===== src/rtl/fsc_pkg.sv =====
package fsc_pkg;

  // Strobes from the sequencer to the serial datapath
  typedef struct packed {
    logic ivShift;      // shift initialization bits into the block chain
    logic loadShift;    // shift key and plaintext in
    logic chainXor;     // mix circulating previous block into plaintext
    logic roundStep;    // one serial round step
    logic phase;        // word-role swap, toggles every round
    logic keyConst;     // constant bit (round constant XOR z) for this bit slot
    logic unloadShift;  // shift ciphertext out while circulating it
  } fsc_strobe_t;

endpackage


===== src/rtl/fsc_ctrl.sv =====
module fsc_ctrl
  import fsc_pkg::*;
#(
  parameter int WORD   = 48,
  parameter int ROUNDS = 52,
  parameter int ZLEN   = 62,
  parameter logic [ZLEN-1:0] ZSEQ = 62'b10101111011100000011010010011000101000010001111110010110110011
) (
  input  logic        clk,
  input  logic        rst_n,
  input  logic        start,
  input  logic        cbcMode,
  input  logic        ivRestart,
  output fsc_strobe_t stb,
  output logic        done
);

  localparam int BLOCK = 2 * WORD;
  localparam int CW    = $clog2(BLOCK);
  localparam int RW    = $clog2(ROUNDS + 1);
  localparam int ZW    = $clog2(ZLEN);
  localparam logic [CW-1:0] BLK_LAST = CW'(BLOCK - 1);
  localparam logic [CW-1:0] WRD_LAST = CW'(WORD - 1);
  localparam logic [RW-1:0] RND_LAST = RW'(ROUNDS - 1);
  localparam logic [ZW-1:0] Z_LAST   = ZW'(ZLEN - 1);

  typedef enum logic [2:0] {S_IDLE, S_IV, S_LOAD, S_ROUND, S_OUT} fsc_state_t;

  fsc_state_t    state;
  logic [CW-1:0] bitCnt;
  logic [RW-1:0] roundCnt;
  logic [ZW-1:0] zCnt;
  logic          phase;
  logic          cbcHeld;
  logic          zBit;

  always_ff @(posedge clk or negedge rst_n) begin
    if (!rst_n) begin
      state    <= S_IDLE;
      bitCnt   <= '0;
      roundCnt <= '0;
      zCnt     <= '0;
      phase    <= 1'b0;
      cbcHeld  <= 1'b0;
    end else begin
      case (state)
        S_IDLE: begin
          if (start) begin
            cbcHeld  <= cbcMode;
            bitCnt   <= '0;
            roundCnt <= '0;
            zCnt     <= '0;
            phase    <= 1'b0;
            state    <= (cbcMode && ivRestart) ? S_IV : S_LOAD;
          end
        end
        S_IV: begin
          if (bitCnt == BLK_LAST) begin
            bitCnt <= '0;
            state  <= S_LOAD;
          end else begin
            bitCnt <= bitCnt + 1'b1;
          end
        end
        S_LOAD: begin
          if (bitCnt == BLK_LAST) begin
            bitCnt <= '0;
            state  <= S_ROUND;
          end else begin
            bitCnt <= bitCnt + 1'b1;
          end
        end
        S_ROUND: begin
          if (bitCnt == WRD_LAST) begin
            bitCnt   <= '0;
            phase    <= ~phase;
            roundCnt <= roundCnt + 1'b1;
            zCnt     <= (zCnt == Z_LAST) ? '0 : zCnt + 1'b1;
            if (roundCnt == RND_LAST) state <= S_OUT;
          end else begin
            bitCnt <= bitCnt + 1'b1;
          end
        end
        S_OUT: begin
          if (bitCnt == BLK_LAST) begin
            bitCnt <= '0;
            state  <= S_IDLE;
          end else begin
            bitCnt <= bitCnt + 1'b1;
          end
        end
        default: state <= S_IDLE;
      endcase
    end
  end

  always_comb begin
    zBit            = ZSEQ[Z_LAST - zCnt];
    stb.ivShift     = (state == S_IV);
    stb.loadShift   = (state == S_LOAD);
    stb.chainXor    = (state == S_LOAD) && cbcHeld;
    stb.roundStep   = (state == S_ROUND);
    stb.phase       = phase;
    // constant word is all ones except bit 1 (zero) and bit 0 (z bit)
    if (bitCnt == '0)             stb.keyConst = zBit;
    else if (bitCnt == CW'(1))    stb.keyConst = 1'b0;
    else                          stb.keyConst = 1'b1;
    stb.unloadShift = (state == S_OUT);
    done            = (state == S_OUT);
  end

  assert_round_bound_R3: assert property (@(posedge clk) disable iff (!rst_n)
    (state == S_ROUND) |-> (roundCnt < RW'(ROUNDS)));

  assert_round_exit_R4: assert property (@(posedge clk) disable iff (!rst_n)
    (state == S_ROUND) |=> (state == S_ROUND || state == S_OUT));

  assert_out_window_R5: assert property (@(posedge clk) disable iff (!rst_n)
    (state == S_OUT) |-> (bitCnt <= BLK_LAST));

  assert_busy_start_R10: assert property (@(posedge clk) disable iff (!rst_n)
    (state != S_IDLE && start) |=> (state != S_IV || $past(state) == S_IV));

  generate
    if (ROUNDS % 2 == 0) begin : g_even
      assert_phase_home_R3: assert property (@(posedge clk) disable iff (!rst_n)
        (state == S_OUT) |-> !phase);
    end
  endgenerate

endmodule


===== src/rtl/fsc_datapath.sv =====
module fsc_datapath
  import fsc_pkg::*;
#(
  parameter int WORD = 48
) (
  input  logic        clk,
  input  logic        rst_n,
  input  fsc_strobe_t stb,
  input  logic        keyIvIn,
  input  logic        dataIn,
  output logic        dataOut
);

  // regA/regB: block words; key0/key1: key words. Roles swap with stb.phase.
  logic [WORD-1:0] regA, regB, key0, key1;
  logic [WORD-1:0] upper, lower, kRound, kCirc;
  logic            newBit, newKey, chainIn;

  always_comb begin
    upper  = stb.phase ? regB : regA;
    lower  = stb.phase ? regA : regB;
    kRound = stb.phase ? key1 : key0;
    kCirc  = stb.phase ? key0 : key1;
    // taps: position WORD-1 = rotl 1, WORD-2 = rotl 2, WORD-8 = rotl 8
    newBit = (upper[WORD-1] & upper[WORD-8]) ^ upper[WORD-2] ^ lower[0] ^ kRound[0];
    // taps: position 3 = rotr 3, position 4 = rotr 4
    newKey = kRound[0] ^ kCirc[3] ^ kCirc[4] ^ stb.keyConst;
    if (stb.ivShift)        chainIn = keyIvIn;
    else if (stb.loadShift) chainIn = dataIn ^ (stb.chainXor & regB[0]);
    else                    chainIn = regB[0];
  end

  always_ff @(posedge clk or negedge rst_n) begin
    if (!rst_n) begin
      regA <= '0;
      regB <= '0;
    end else if (stb.ivShift || stb.loadShift || stb.unloadShift) begin
      regA <= {chainIn, regA[WORD-1:1]};
      regB <= {regA[0], regB[WORD-1:1]};
    end else if (stb.roundStep) begin
      if (!stb.phase) begin
        regA <= {regA[0], regA[WORD-1:1]};
        regB <= {newBit, regB[WORD-1:1]};
      end else begin
        regB <= {regB[0], regB[WORD-1:1]};
        regA <= {newBit, regA[WORD-1:1]};
      end
    end
  end

  always_ff @(posedge clk or negedge rst_n) begin
    if (!rst_n) begin
      key0 <= '0;
      key1 <= '0;
    end else if (stb.loadShift) begin
      key1 <= {keyIvIn, key1[WORD-1:1]};
      key0 <= {key1[0], key0[WORD-1:1]};
    end else if (stb.roundStep) begin
      if (!stb.phase) begin
        key1 <= {key1[0], key1[WORD-1:1]};
        key0 <= {newKey, key0[WORD-1:1]};
      end else begin
        key0 <= {key0[0], key0[WORD-1:1]};
        key1 <= {newKey, key1[WORD-1:1]};
      end
    end
  end

  assign dataOut = stb.unloadShift & regB[0];

endmodule


===== src/rtl/feistel_serial_core.sv =====
module feistel_serial_core
  import fsc_pkg::*;
#(
  parameter int WORD   = 48,
  parameter int ROUNDS = 52
) (
  input  logic clk,
  input  logic rst_n,
  input  logic start,
  input  logic cbcMode,
  input  logic ivRestart,
  input  logic keyIvIn,
  input  logic dataIn,
  output logic dataOut,
  output logic done
);

  fsc_strobe_t stb;

  fsc_ctrl #(.WORD(WORD), .ROUNDS(ROUNDS)) u_ctrl (
    .clk(clk), .rst_n(rst_n), .start(start), .cbcMode(cbcMode),
    .ivRestart(ivRestart), .stb(stb), .done(done)
  );

  fsc_datapath #(.WORD(WORD)) u_dp (
    .clk(clk), .rst_n(rst_n), .stb(stb), .keyIvIn(keyIvIn),
    .dataIn(dataIn), .dataOut(dataOut)
  );

  assert_quiet_output_R6: assert property (@(posedge clk) disable iff (!rst_n)
    !done |-> !dataOut);

endmodule


===== config.mk =====
export PLATFORM = sky130hd
export DESIGN_NAME = feistel_serial_core
export DESIGN_NICKNAME = d
export VERILOG_FILES = /design/src/rtl/fsc_pkg.sv /design/src/rtl/fsc_ctrl.sv /design/src/rtl/fsc_datapath.sv /design/src/rtl/feistel_serial_core.sv
export SDC_FILE = /design/constraint.sdc
export NUM_CORES = 1
export LEC_CHECK = 0
export BUFFER_PORTS_ARGS = -buffer_cell sky130_fd_sc_hd__buf_2
export CAP_MARGIN = 10
export CORE_MARGIN = 4
export CORE_UTILIZATION = 45
export CTS_CLUSTER_DIAMETER = 60
export CTS_CLUSTER_SIZE = 12
export DETAILED_ROUTE_END_ITERATION = 6
export PLACE_DENSITY_LB_ADDON = 0.2
export SKIP_CTS_REPAIR_TIMING = 1
export SYNTH_ARGS = -nofsm -noshare
export SYNTH_HDL_FRONTEND = slang
export SYNTH_SLANG_ARGS = --single-unit

===== constraint.sdc =====
create_clock -name clk -period 4 [get_ports clk]
set_clock_uncertainty 0.2 [all_clocks]
set_input_delay 0.8 -clock clk [delete_from_list [all_inputs] [get_ports clk]]
set_output_delay 0.8 -clock clk [all_outputs]
set_load 0.005 [all_outputs]

=== Word-level counts from Yosys, hierarchy flattened ===
Memories as Yosys holds them, arrays and structs flattened.
Index checks and enable logic that the tools add are counted.

* ROM bits: 64
* Memories kept: 1
* Input bits: 7
* Logic and storage cells: 99
* Register bits: 216
* Output and inout bits: 2

{| class="wikitable"
|+ Memory list
! memory !! depth !! width !! rd ports !! clocked after Yosys merged registers in !! wr ports !! line !! RTL
|-
| (name not given) || 64 || 1 || 1 || 0 || 0 || fsc_ctrl.sv:98 || <nowiki>zBit = ZSEQ[Z_LAST - zCnt];</nowiki>
|}

* Add/subtract/negate cells: 4
* Reductions and logical operators: 15
* Eq/ne operators: 15
* Order comparisons: 1
* Bitwise gates (word level): 11
* Multiplexer cells: 42

{| class="wikitable"
|+ Operators by type and width
! operator !! count
|-
| $mux W48 || 13
|-
| $mux W6 || 4
|-
| $pmux W6 S2 || 2
|-
| $mux W7 || 3
|-
| $pmux W7 S3 || 1
|-
| $mux W3 || 6
|-
| $pmux W3 S5 || 1
|-
| $add A6 B1 Y6 const B || 2
|-
| $eq A6 B6 Y1 const B || 2
|-
| $mux W1 || 9
|-
| $add A7 B1 Y7 const B || 1
|-
| $eq A7 B1 Y1 const B || 1
|-
| $eq A7 B6 Y1 const B || 1
|-
| $eq A7 B7 Y1 const B || 1
|-
| $logic_not A7 Y1 || 1
|-
| $lt A6 B7 Y1 const B || 1
|-
| $xor A1 B1 Y1 || 7
|-
| $eq A3 B2 Y1 const B || 2
|-
| $ne A2 B1 Y1 const B || 3
|-
| $ne A2 B2 Y1 const B || 3
|-
| $reduce_and A6 Y1 || 1
|-
| $reduce_bool A2 Y1 || 3
|-
| $sub A6 B6 Y6 const A || 1
|-
| $mux W5 || 1
|-
| 13 further kinds || 18
|}

=== Depth between registers and ports, before layout ===
Gate-level depths: netlist (run 1).

* Depth in word-level cells: 8
* Gate-level depth with buffers: 9
* Gate-level depth less buffers: 8

=== Hierarchy ===
Synthesis (run 1) repeated with hierarchy kept, for this count alone.

* Cells, all modules: 633
* Area, all modules: 9507.9 µm²

{| class="wikitable"
|+ Modules (own cells, without submodules)
! module !! times used !! cells an instance !! seq. area each (µm²) !! area each (µm²)
|-
| fsc_datapath || 1 || 444 || 4804.6 || 7721.2
|-
| fsc_ctrl || 1 || 189 || 600.6 || 1786.7
|}

=== Worst setup path before layout (run 1) ===
No wires, ideal clock.

* Kind: register to register
* From: register u_ctrl.zCnt[1]
* To: register u_dp.key1[47]
* Data arrival time: 2.222 ns
* Period minus slack after synthesis: 2.550 ns
* Cell stages (with the launch flop): 8
* Library setup time: 0.128 ns
* Path buffers: 1
* Setup slack: 1.450 ns
* Required time: 3.672 ns
* Path through: dfrtp_1 -> inv_1 -> ha_1 -> buf_2 -> mux4_2 -> a2111oi_2 -> or4_1 -> nand3_1

* Word-level cells in the longest chain between the ends: 8

{| class="wikitable"
|+ Ends and longest elaborated chain
! what !! line !! RTL
|-
| start: declaration || fsc_ctrl.sv:32 || <nowiki>logic [ZW-1:0] zCnt;</nowiki>
|-
| start signal: assignment || fsc_ctrl.sv:78 || <nowiki>zCnt <= (zCnt == Z_LAST) ? '0 : zCnt + 1'b1;</nowiki>
|-
| $sub A6 B6 Y6 || fsc_ctrl.sv:98 ||
|-
| $mem_v2 Z64 W1 || -- ||
|-
| $mux W1 (implied by the code) || fsc_ctrl.sv:98 ||
|-
| $mux W1 || fsc_ctrl.sv:105 || <nowiki>if (bitCnt == '0) stb.keyConst = zBit;</nowiki>
|-
| $xor A1 B1 Y1 || fsc_datapath.sv:27 || <nowiki>newKey = kRound[0] ^ kCirc[3] ^ kCirc[4] ^ stb.keyConst;</nowiki>
|-
| $mux W48 || fsc_datapath.sv:59 || <nowiki>if (!stb.phase) begin</nowiki>
|-
| $mux W48 || fsc_datapath.sv:58 || <nowiki>end else if (stb.roundStep) begin</nowiki>
|-
| $mux W48 || fsc_datapath.sv:55 || <nowiki>end else if (stb.loadShift) begin</nowiki>
|-
| end signal: assignment || fsc_datapath.sv:56 || <nowiki>key1 <= {keyIvIn, key1[WORD-1:1]};</nowiki>
|-
| end signal: assignment || fsc_datapath.sv:60 || <nowiki>key1 <= {key1[0], key1[WORD-1:1]};</nowiki>
|-
| end signal: assignment || fsc_datapath.sv:64 || <nowiki>key1 <= {newKey, key1[WORD-1:1]};</nowiki>
|-
| end: declaration || fsc_datapath.sv:15 || <nowiki>logic [WORD-1:0] regA, regB, key0, key1;</nowiki>
|}

Every way passes these cells. The select of a mux whose other input is x is not followed.
A chain may end at the register's enable or synchronous reset.

=== Worst setup path after layout (run 1) ===
Ends and elaborated chain as after synthesis.

==> flow_summary.json, run 1 <==
{
  "max_freq_mhz": 349,
  "post-route-period-util_pct": 71.7,
  "via_per_inst": 5.17,
  "antennaDiodeCount": 0,
  "die-area_um2": 22600,
  "place_congestion": 0.795,
  "finalNetCount": 839,
  "mappedNetlistArea_um2": 9100,
  "timing_hold_violations_final": 0,
  "netlist_instances": 821,
  "final_max_slew_viol_count": 0,
  "multiInputGateArea_um2": 3480,
  "drtAntennaViolNets": 0,
  "detailroute.via_count": 5618,
  "worst_setup_path_end_kind": "flip-flop",
  "die_y_um": 150,
  "post-route-drc-count": 0,
  "number_of_global_route_vias_before_repair": 5610,
  "clk_path_buf_depth": 3,
  "synth_nets": 840,
  "top_level_ports": 9,
  "worst_reg_to_reg_path_cell_count": 8,
  "antenna_found_initial": 0,
  "placed_cells_incl_taps": 1061,
  "critical_path_arrival_ps": 3090,
  "global_route.overflow_total": 0,
  "hpwlAfterDp_mm": 9.12,
  "synth_area_per_cell_um2": 11.1,
  "static_power_due_to_leakage_nw": 4.98,
  "synth.top_cells.by_area": "dfrtp_1 59%, mux2_2 12%, nand2_1 11%",
  "synth_enable_flop_cells": 0,
  "cts_num_sinks": 216,
  "maximum_number_of_pins_on_one_net_before_global_route_repair": 110,
  "portBuffers": 8,
  "r2r_start": "u_ctrl.zCnt[1]$_DFFE_PN0P_",
  "synth-seq-cells": 216,
  "clock_tree_from_tritoncts": "yes",
  "synth_largest_type_area_fraction_pct": 59.4,
  "cp-startpoint": "u_ctrl.zCnt[1]$_DFFE_PN0P_",
  "maximum_net_fanout_on_the_critical_path": 11,
  "core_area_um2": 19700,
  "worst-slew-pin-transition_ps": 967,
  "worstSkewPairLatency_ps": 490,
  "cts_inserted_buffers": 22,
  "worstPathRequired_ps": 4220,
  "drive_gt1_share_pct": 18.7,
  "cts_htree_levels": 1,
  "cts_root_buf": "clkbuf_16",
  "core.rowCount": 51,
  "status": "finished, final reports clean",
  "drt-total-wl_mm": 14.4,
  "register_area_um2": 5410,
  "r2r_setup_slk_ps": 1130,
  "grt_pass1_wl_mm": 26.0,
  "detailedRoute.firstPassIterationCount": 4,
  "worstSetupPathType": "reg2reg",
  "p_per_area_nw_per_um2": 708,
  "worstReg2RegEnd": "u_dp.key1[47]$_DFFE_PN0P_",
  "stdcell_count": 1087,
  "die_x_um": 150,
  "slew_headroom_pct": 35.5,
  "wl_per_cell_um": 13.3,
  "dominant_register_cell_in_the_synthesized_netlist": "dfrtp_1",
  "synthesis.yosys.warnings": 0,
  "timing.final.crit_period_ps": 2870,
  "num-fill-cells": 1762,
  "synth_top_cell_by_area": "dfrtp_1",
  "clk_pin_slew_worst_paths_ps": 60,
  "rsz0062_at_grt": "no",
  "ys_seq_area_share_pct": 59.4,
  "fin_tns_setup_ps": 0,
  "start_kind": "flip-flop",
  "area_delta_synth_final_pct": 9.86,
  "worstHoldPathType": "in2async",
  "total_power_consumption_mw": 7.08,
  "postSynth.asyncResetShare_pct": 100,
  "synth_cell_type_count": 53,
  "start_util_pct": 46.3,
  "grt_usage_pct": 13.6,
  "vdd.ir_drop.worst_mv": 0.418,
  "setup_violations": 0,
  "drt_iter0_markers": 296,
  "drv.max_cap_violation_count": 0
}
[cell usage after synthesis (2+ instances only)]
master,instances
mux2_1,8
a21oi_1,13
o21a_1,4
buf_1,5
mux4_2,2
nand3_1,8
o21ai_1,5
a2111oi_2,2
or3_1,4
a21o_1,3
inv_1,10
buf_2,19
nor2_1,23
o22ai_1,2
xor2_1,8
and3_1,4
mux2_2,98
nor4b_1,2
nand4_1,2
nand2b_1,3
a31oi_1,4
and2_1,2
xnor2_1,10
or4_1,2
nor3_1,5
clkbuf_1,16
o21ai_0,23
nand2_1,277
mux2i_1,5
ha_1,12
o31ai_1,3
dfrtp_1,216
[critical path, stage by stage, from the launching register on]
cell and delay (ps):
dfrtp_1 550, inv_1 170, ha_1 490, mux2i_1 280
mux2i_1 130, a211oi_2 290, a2111oi_2 80, or4_1 520
nand3_1 90
[flip-flops by register name, indices dropped and copies added (netlist names)]
signal,count
u_ctrl.roundCnt,6
u_ctrl.zCnt,6
u_dp.key1,48
u_ctrl.phase,1
u_ctrl.cbcHeld,1
u_dp.regB,48
u_dp.key0,48
u_ctrl.bitCnt,7
u_ctrl.state,3
u_dp.regA,48
[how the worst max path moves through the flow]
stage | to | slack [ps] | cells after the start
floorplan | u_dp.key1[47]$_DFFE_PN0P_ | 1450 | 7
global placement | u_dp.key1[47]$_DFFE_PN0P_ | 1290 | 6
detailed placement | u_dp.key1[47]$_DFFE_PN0P_ | 1170 | 8
CTS | u_dp.key1[47]$_DFFE_PN0P_ | 1150 | 8
global route | u_dp.key1[47]$_DFFE_PN0P_ | 960 | 8
finish | u_dp.key1[47]$_DFFE_PN0P_ | 1130 | 8
[cells by family after synthesis]
group                      synth area share (%)
buffers and inverters                      2.49
AOI/OAI and AO/OA                          4.98
and+or+nand+nor                            15.1
xor gates and xnor gates                   1.91
adders and majority gates                  1.65
DFF                                        59.4
muxes                                      14.5
[layer usage]
metal / global-route usage [%] / vias to the layer above / part of all wire [%]
met4: 3.57 / 0 / 1.9
met3: 2.86 / 26 / 4.2
met2: 22.7 / 77 / 47
met5: 0 / - / 0
li1: - / 2700 / -
met1: 18.3 / 2815 / 47
[power by group]
part,switching [mW],leakage (nW),internal (mW)
clock,0.742,0.293,1.02
combinational,1.05,1.81,0.930
sequential,0.444,2.88,2.90
[through the flow]
stage	area [µm²]	utilization [%]	hold slack, ps	setup slack, ps
after floorplan	9100	-	235	1450
after global placement	9400	47.8	248	1290
after detailed placement	9400	47.8	252	1170
after CTS	9990	50.9	262	1150
after global routing	9990	50.9	283	958
final	9990	50.9	230	1130
[layout make-up]
type | instances | area share [%]
clock buffer | 24 | 5.80
multi-input combinational | 553 | 34.8
inverter | 11 | 0.413
timing repair buffer | 16 | 1.46
clock inverter | 2 | 0.138
sequential | 216 | 54.1
tap | 265 | 3.32
[placed cells by master, fill, tap and decap left out, types with 2 or more instances in the layout]
cell | Yosys | final
nand3_1 | 8 | 8
or3_1 | 4 | 4
nor4b_1 | 2 | 2
mux2_2 | 98 | 98
a31oi_1 | 4 | 4
buf_4 | 0 | 5
nand2_1 | 277 | 276
o31ai_1 | 3 | 3
xor2_1 | 8 | 8
nor3_1 | 5 | 5
and3_1 | 4 | 4
inv_1 | 10 | 10
o21a_1 | 4 | 4
nand4_1 | 2 | 2
o21ai_1 | 5 | 5
dfrtp_1 | 216 | 216
mux2i_1 | 5 | 5
or4_1 | 2 | 2
buf_2 | 19 | 7
o22ai_1 | 2 | 2
o21ai_0 | 23 | 23
mux4_2 | 2 | 2
clkbuf_16 | 0 | 23
buf_12 | 0 | 3
a21o_1 | 3 | 3
ha_1 | 12 | 12
xnor2_1 | 10 | 10
nor2_1 | 23 | 23
a2111oi_2 | 2 | 2
mux2_1 | 8 | 8
nand2b_1 | 3 | 2
a21oi_1 | 13 | 13
Power figures use the tool's default switching activity.
==> inputs of run 2 (changes only) <==
Clock period 4 ns to 2.35 ns, I/O delays scaled along.
==> run 2 against run 1 <==
  * The flow now finishes with violations (setup timing)
  * Critical path depth down 1
  * Global-route usage is 0.17 points higher
  * Critical path type unchanged
  * Via count rose by 1.1%
  * Power increased by 76%
  * Clock power grew 72%
  * Highest routed layer unchanged
  * Cell area increased by 3.0%
  * Flip-flop and latch count did not move
  * Non-clock buffer count increased by 25
  * Register-to-register slack got worse by 1200 ps
  * First-iteration DRC count is 7.4% higher
  * Largest cell class unchanged
  * Die area stayed put
==> flow_summary.json, run 2 (synthesized netlist as in run 1, its figures left out) <==
{
  "status": "finished with violations",
  "failed_checks": "setup timing",
  "static_power_due_to_leakage_nw": 5.11,
  "start_kind": "flip-flop",
  "cts_htree_levels": 1,
  "final_core_util_pct": 52.4,
  "die-area_um2": 22600,
  "worst_reg_to_reg_path_cell_count": 7,
  "timing.final.crit_period_ps": 2420,
  "rsz0062_at_grt": "yes",
  "fin_tns_setup_ps": -93.4,
  "post-route-period-util_pct": 103,
  "area_delta_synth_final_pct": 13.1,
  "p_per_area_nw_per_um2": 1210,
  "clock_tree_from_tritoncts": "yes",
  "maximum_number_of_pins_on_one_net_before_global_route_repair": 86,
  "detailroute.via_count": 5682,
  "drv.max_cap_violation_count": 0,
  "r2r_setup_slk_ps": -70,
  "die_y_um": 150,
  "worstHoldPathType": "in2reg",
  "number_of_global_route_vias_before_repair": 5685,
  "antenna_found_initial": 0,
  "drtAntennaViolNets": 0,
  "vdd.ir_drop.worst_mv": 0.520,
  "antennaDiodeCount": 0,
  "global_route.overflow_total": 0,
  "cts_root_buf": "clkbuf_16",
  "cts_inserted_buffers": 22,
  "layout_common_cells": "276 x nand2_1, 213 x dfrtp_1, 98 x mux2_2",
  "layout_commonest_cell": "nand2_1",
  "r2r_start": "u_ctrl.zCnt[1]$_DFFE_PN0P_",
  "die_x_um": 150,
  "setup_violations": 2,
  "slew_headroom_pct": 65.0,
  "post-route-drc-count": 0,
  "core.rowCount": 51,
  "finalNetCount": 864,
  "hold_depth": 3,
  "max_freq_mhz": 413,
  "worst_setup_path_end_kind": "flip-flop",
  "drt_iter0_markers": 318,
  "grt_usage_pct": 13.8,
  "portBuffers": 8,
  "via_per_inst": 5.11,
  "start_util_pct": 46.3,
  "maximum_net_fanout_on_the_critical_path": 5,
  "place_congestion": 0.837,
  "wl_per_cell_um": 13.5,
  "hold_path_startpoint": "cbcMode",
  "hpwlAfterDp_mm": 9.58,
  "worstSkewPairLatency_ps": 500,
  "cts_num_sinks": 216,
  "worstReg2RegEnd": "u_dp.key1[47]$_DFFE_PN0P_",
  "worstPathRequired_ps": 2580,
  "core_area_um2": 19700,
  "critical_path_arrival_ps": 2650,
  "clk_pin_slew_worst_paths_ps": 60,
  "worstSetupPathType": "reg2reg",
  "num-fill-cells": 1777,
  "timing_hold_violations_final": 0,
  "drt-total-wl_mm": 15.1,
  "drive_gt1_share_pct": 22.3,
  "top_level_ports": 9,
  "final_critical_path_setup_slack_ps": -68.7,
  "final_max_slew_viol_count": 0,
  "hold_end": "u_ctrl.cbcHeld$_DFFE_PN0P_",
  "grt_pass1_wl_mm": 26.3,
  "pre_cts_slack_ps": -40.6,
  "detailedRoute.firstPassIterationCount": 5,
  "clk_path_buf_depth": 3,
  "worst-slew-pin-transition_ps": 524
}
## run 2: critical path, cell delays in order (launching register included)
cell	delay, ps
dfrtp_2	440
ha_2	220
xnor2_2	150
or3_4	400
a211oi_4	270
a2111oi_4	70
or4_1	520
nand3_1	80
## run 2: per-layer routing
metal  wire length, µm  vias up  track usage [%]
met4               376        0             4.67
li1                  -     2761                -
met2              7250       63             23.1
met5                 0        -                0
met3               451       26             2.44
met1              6990     2832             18.3
## run 2: layout make-up
cell class / instances / area, µm² / share of cell area [%]
Inverter: 11 / 41.3 / 0.401
Sequential cell: 216 / 5410 / 52.6
Timing Repair Buffer: 41 / 374 / 3.64
Clock buffer: 24 / 568 / 5.52
Clock inverter: 3 / 31.3 / 0.304
Multi-Input combinational cell: 553 / 3530 / 34.4
Tap cell: 265 / 332 / 3.22
## run 2: stage by stage
step	hold slack, ps	std cells	instance area [µm²]	power, mW
3_5_place_dp	249	1082	9620	9.43
6_report	29.7	1113	10300	12.4
3_3_place_gp	247	1082	9620	9.20
5_1_grt	33.8	1113	10300	13.3
2_1_floorplan	-25.6	821	9130	8.44
4_1_cts	-237	1109	10200	12.5
## run 2: worst max path at each step
stage | from | endpoint | depth (start not counted)
6_report | u_ctrl.zCnt[1]$_DFFE_PN0P_ | u_dp.key1[47]$_DFFE_PN0P_ | 7
5_1_grt | u_ctrl.zCnt[1]$_DFFE_PN0P_ | u_dp.key1[47]$_DFFE_PN0P_ | 8
4_1_cts | u_ctrl.zCnt[2]$_DFFE_PN0P_ | u_dp.key1[47]$_DFFE_PN0P_ | 7
3_5_place_dp | u_ctrl.zCnt[0]$_DFFE_PN0P_ | u_dp.key1[47]$_DFFE_PN0P_ | 6
3_3_place_gp | u_ctrl.zCnt[2]$_DFFE_PN0P_ | u_dp.key1[47]$_DFFE_PN0P_ | 7
2_1_floorplan | u_ctrl.zCnt[1]$_DFFE_PN0P_ | u_dp.key1[47]$_DFFE_PN0P_ | 7
## run 2: report_power, final
part           switching, mW  internal [mW]  leakage, nW  total, mW
registers              0.737           4.94         2.87       5.68
logic                   1.90           1.83         1.95       3.73
clock network           1.31           1.71        0.287       3.02
total                   3.95           8.48         5.11       12.4
==> inputs of run 3 (changes only) <==
Settings changed: RECOVER_POWER from default to 100.
==> run 3 against run 2 <==
  * The run still ends with setup timing left
  * Critical path type unchanged
  * Largest power group unchanged
  * Sequential share of layout area grew 0.53 points
  * Global-route usage unchanged
  * Non-clock buffer count stayed put
  * Highest routed layer unchanged
  * Core utilization shrank 0.52 points
==> flow_summary.json, run 3 (synthesized netlist as in run 1, its figures left out) <==
{
  "timing_hold_violations_final": 0,
  "place_congestion": 0.837,
  "status": "finished with violations",
  "number_of_global_route_vias_before_repair": 5685,
  "layout_common_cells": "276 x nand2_1, 213 x dfrtp_1, 98 x mux2_2",
  "maximum_net_fanout_on_the_critical_path": 5,
  "comb_power_share_pct": 29.3,
  "p_per_area_nw_per_um2": 1210,
  "area_delta_synth_final_pct": 12.0,
  "global_route.overflow_total": 0,
  "setup_violations": 2,
  "vdd.ir_drop.worst_mv": 0.520,
  "antennaDiodeCount": 0,
  "detailedRoute.firstPassIterationCount": 6,
  "fin_tns_setup_ps": -96.5,
  "cts_root_buf": "clkbuf_16",
  "power.share.switching_pct": 31.9,
  "critical_path_arrival_ps": 2650,
  "worstSetupPathType": "reg2reg",
  "die-area_um2": 22600,
  "post-route-period-util_pct": 103,
  "start_util_pct": 46.3,
  "core_area_um2": 19700,
  "antenna_found_initial": 0,
  "stdcell_count": 1113,
  "layout_commonest_cell": "nand2_1",
  "cts_htree_levels": 1,
  "core.rowCount": 51,
  "num-fill-cells": 1798,
  "drt-total-wl_mm": 15.1,
  "rsz0062_at_grt": "yes",
  "wl_per_cell_um": 13.6,
  "worstHoldPathType": "in2reg",
  "drtAntennaViolNets": 0,
  "static_power_due_to_leakage_nw": 5.06,
  "hold_ws_ps": 32.2,
  "post-route-drc-count": 0,
  "drt_iter0_markers": 365,
  "dpl_cell_area_um2": 9620,
  "clk_pin_slew_worst_paths_ps": 60,
  "slew_headroom_pct": 6.74,
  "timing.final.crit_period_ps": 2420,
  "portBuffers": 8,
  "final_critical_path_setup_slack_ps": -70.2,
  "power.share.sequential_pct": 46.2,
  "register_area_um2": 5410,
  "clock_tree_from_tritoncts": "yes",
  "detailroute.via_count": 5672,
  "worstSkewPairLatency_ps": 500,
  "drv.max_cap_violation_count": 0,
  "total_power_consumption_mw": 12.3,
  "placed_cells_incl_taps": 1082,
  "die_y_um": 150,
  "clk_path_buf_depth": 3,
  "start_kind": "flip-flop",
  "finalNetCount": 864,
  "grt_pass1_wl_mm": 26.3,
  "cts_inserted_buffers": 22,
  "hpwlAfterDp_mm": 9.58,
  "clockPowerShare_pct": 24.5,
  "worst-slew-pin-transition_ps": 1400,
  "failed_checks": "setup timing",
  "multiInputGateArea_um2": 3520,
  "switchingPower_mw": 3.93,
  "maximum_number_of_pins_on_one_net_before_global_route_repair": 86,
  "via_per_inst": 5.10,
  "cts_num_sinks": 216,
  "die_x_um": 150,
  "worst_setup_path_end_kind": "flip-flop",
  "grt_usage_pct": 13.8,
  "drive_gt1_share_pct": 21.3,
  "final_design_area_no_fill_um2": 10200,
  "worstPathRequired_ps": 2580,
  "top_level_ports": 9,
  "final_max_slew_viol_count": 0,
  "max_freq_mhz": 413,
  "p_int_mw": 8.38
}
-- run 3: power by group through the flow --
stage | registers (mW) | logic (mW) | clock network (mW)
after floorplan | 5.46 | 2.98 | 0
after global placement | 5.67 | 3.54 | 0
after detailed placement | 5.74 | 3.69 | 0
after CTS | 5.69 | 3.70 | 3.15
after global routing | 5.83 | 4.04 | 3.28
final | 5.68 | 3.60 | 3.02
-- run 3: layout make-up --
cell class	count	area share, %
flip-flops and latches	216	53.1
multi-input cells	553	34.5
clock buffers	24	5.58
well taps	265	3.25
repair buffers	41	2.85
inverters	11	0.405
clock inverters	3	0.307
-- run 3: metal layers --
| layer | part of all wire, % | up-vias | GRT usage [%] |
|---|---|---|---|
| met1 | 46 | 2807 | 18.3 |
| met4 | 2.5 | 0 | 4.67 |
| met3 | 3.3 | 31 | 2.44 |
| met2 | 48 | 77 | 23.1 |
| met5 | 0 | - | 0 |
| li1 | - | 2757 | - |
-- run 3: stage by stage --
step | setup slack [ps] | utilization (%)
floorplan | 3.59 | -
global placement | -3.46 | 49.0
detailed placement | -40.6 | 49.0
CTS | -43.7 | 52.0
global route | -159 | 51.8
finish | -70.2 | 51.8
-- run 3: path summary, 6_finish.rpt --
path	from	end	slack, ps	cells past startpoint
setup / recovery	u_ctrl.zCnt[1]$_DFFE_PN0P_	u_dp.key1[47]$_DFFE_PN0P_	-70	7
hold / removal	cbcMode	u_ctrl.cbcHeld$_DFFE_PN0P_	30	3
setup reg to reg	u_ctrl.zCnt[1]$_DFFE_PN0P_	u_dp.key1[47]$_DFFE_PN0P_	-70	7
hold reg to reg	u_dp.regB[35]$_DFFE_PN0P_	u_dp.regB[34]$_DFFE_PN0P_	260	2
max in group asynchronous	rst_n	u_dp.regA[34]$_DFFE_PN0P_	300	3
min in group asynchronous	rst_n	u_dp.key0[16]$_DFFE_PN0P_	650	2
-- run 3: critical path: stages, from the launching register on --
cell and delay (ps):
dfrtp_2 440, ha_2 220, xnor2_2 150, or3_4 400
a211oi_4 270, a2111oi_4 70, or4_1 520, nand3_1 80
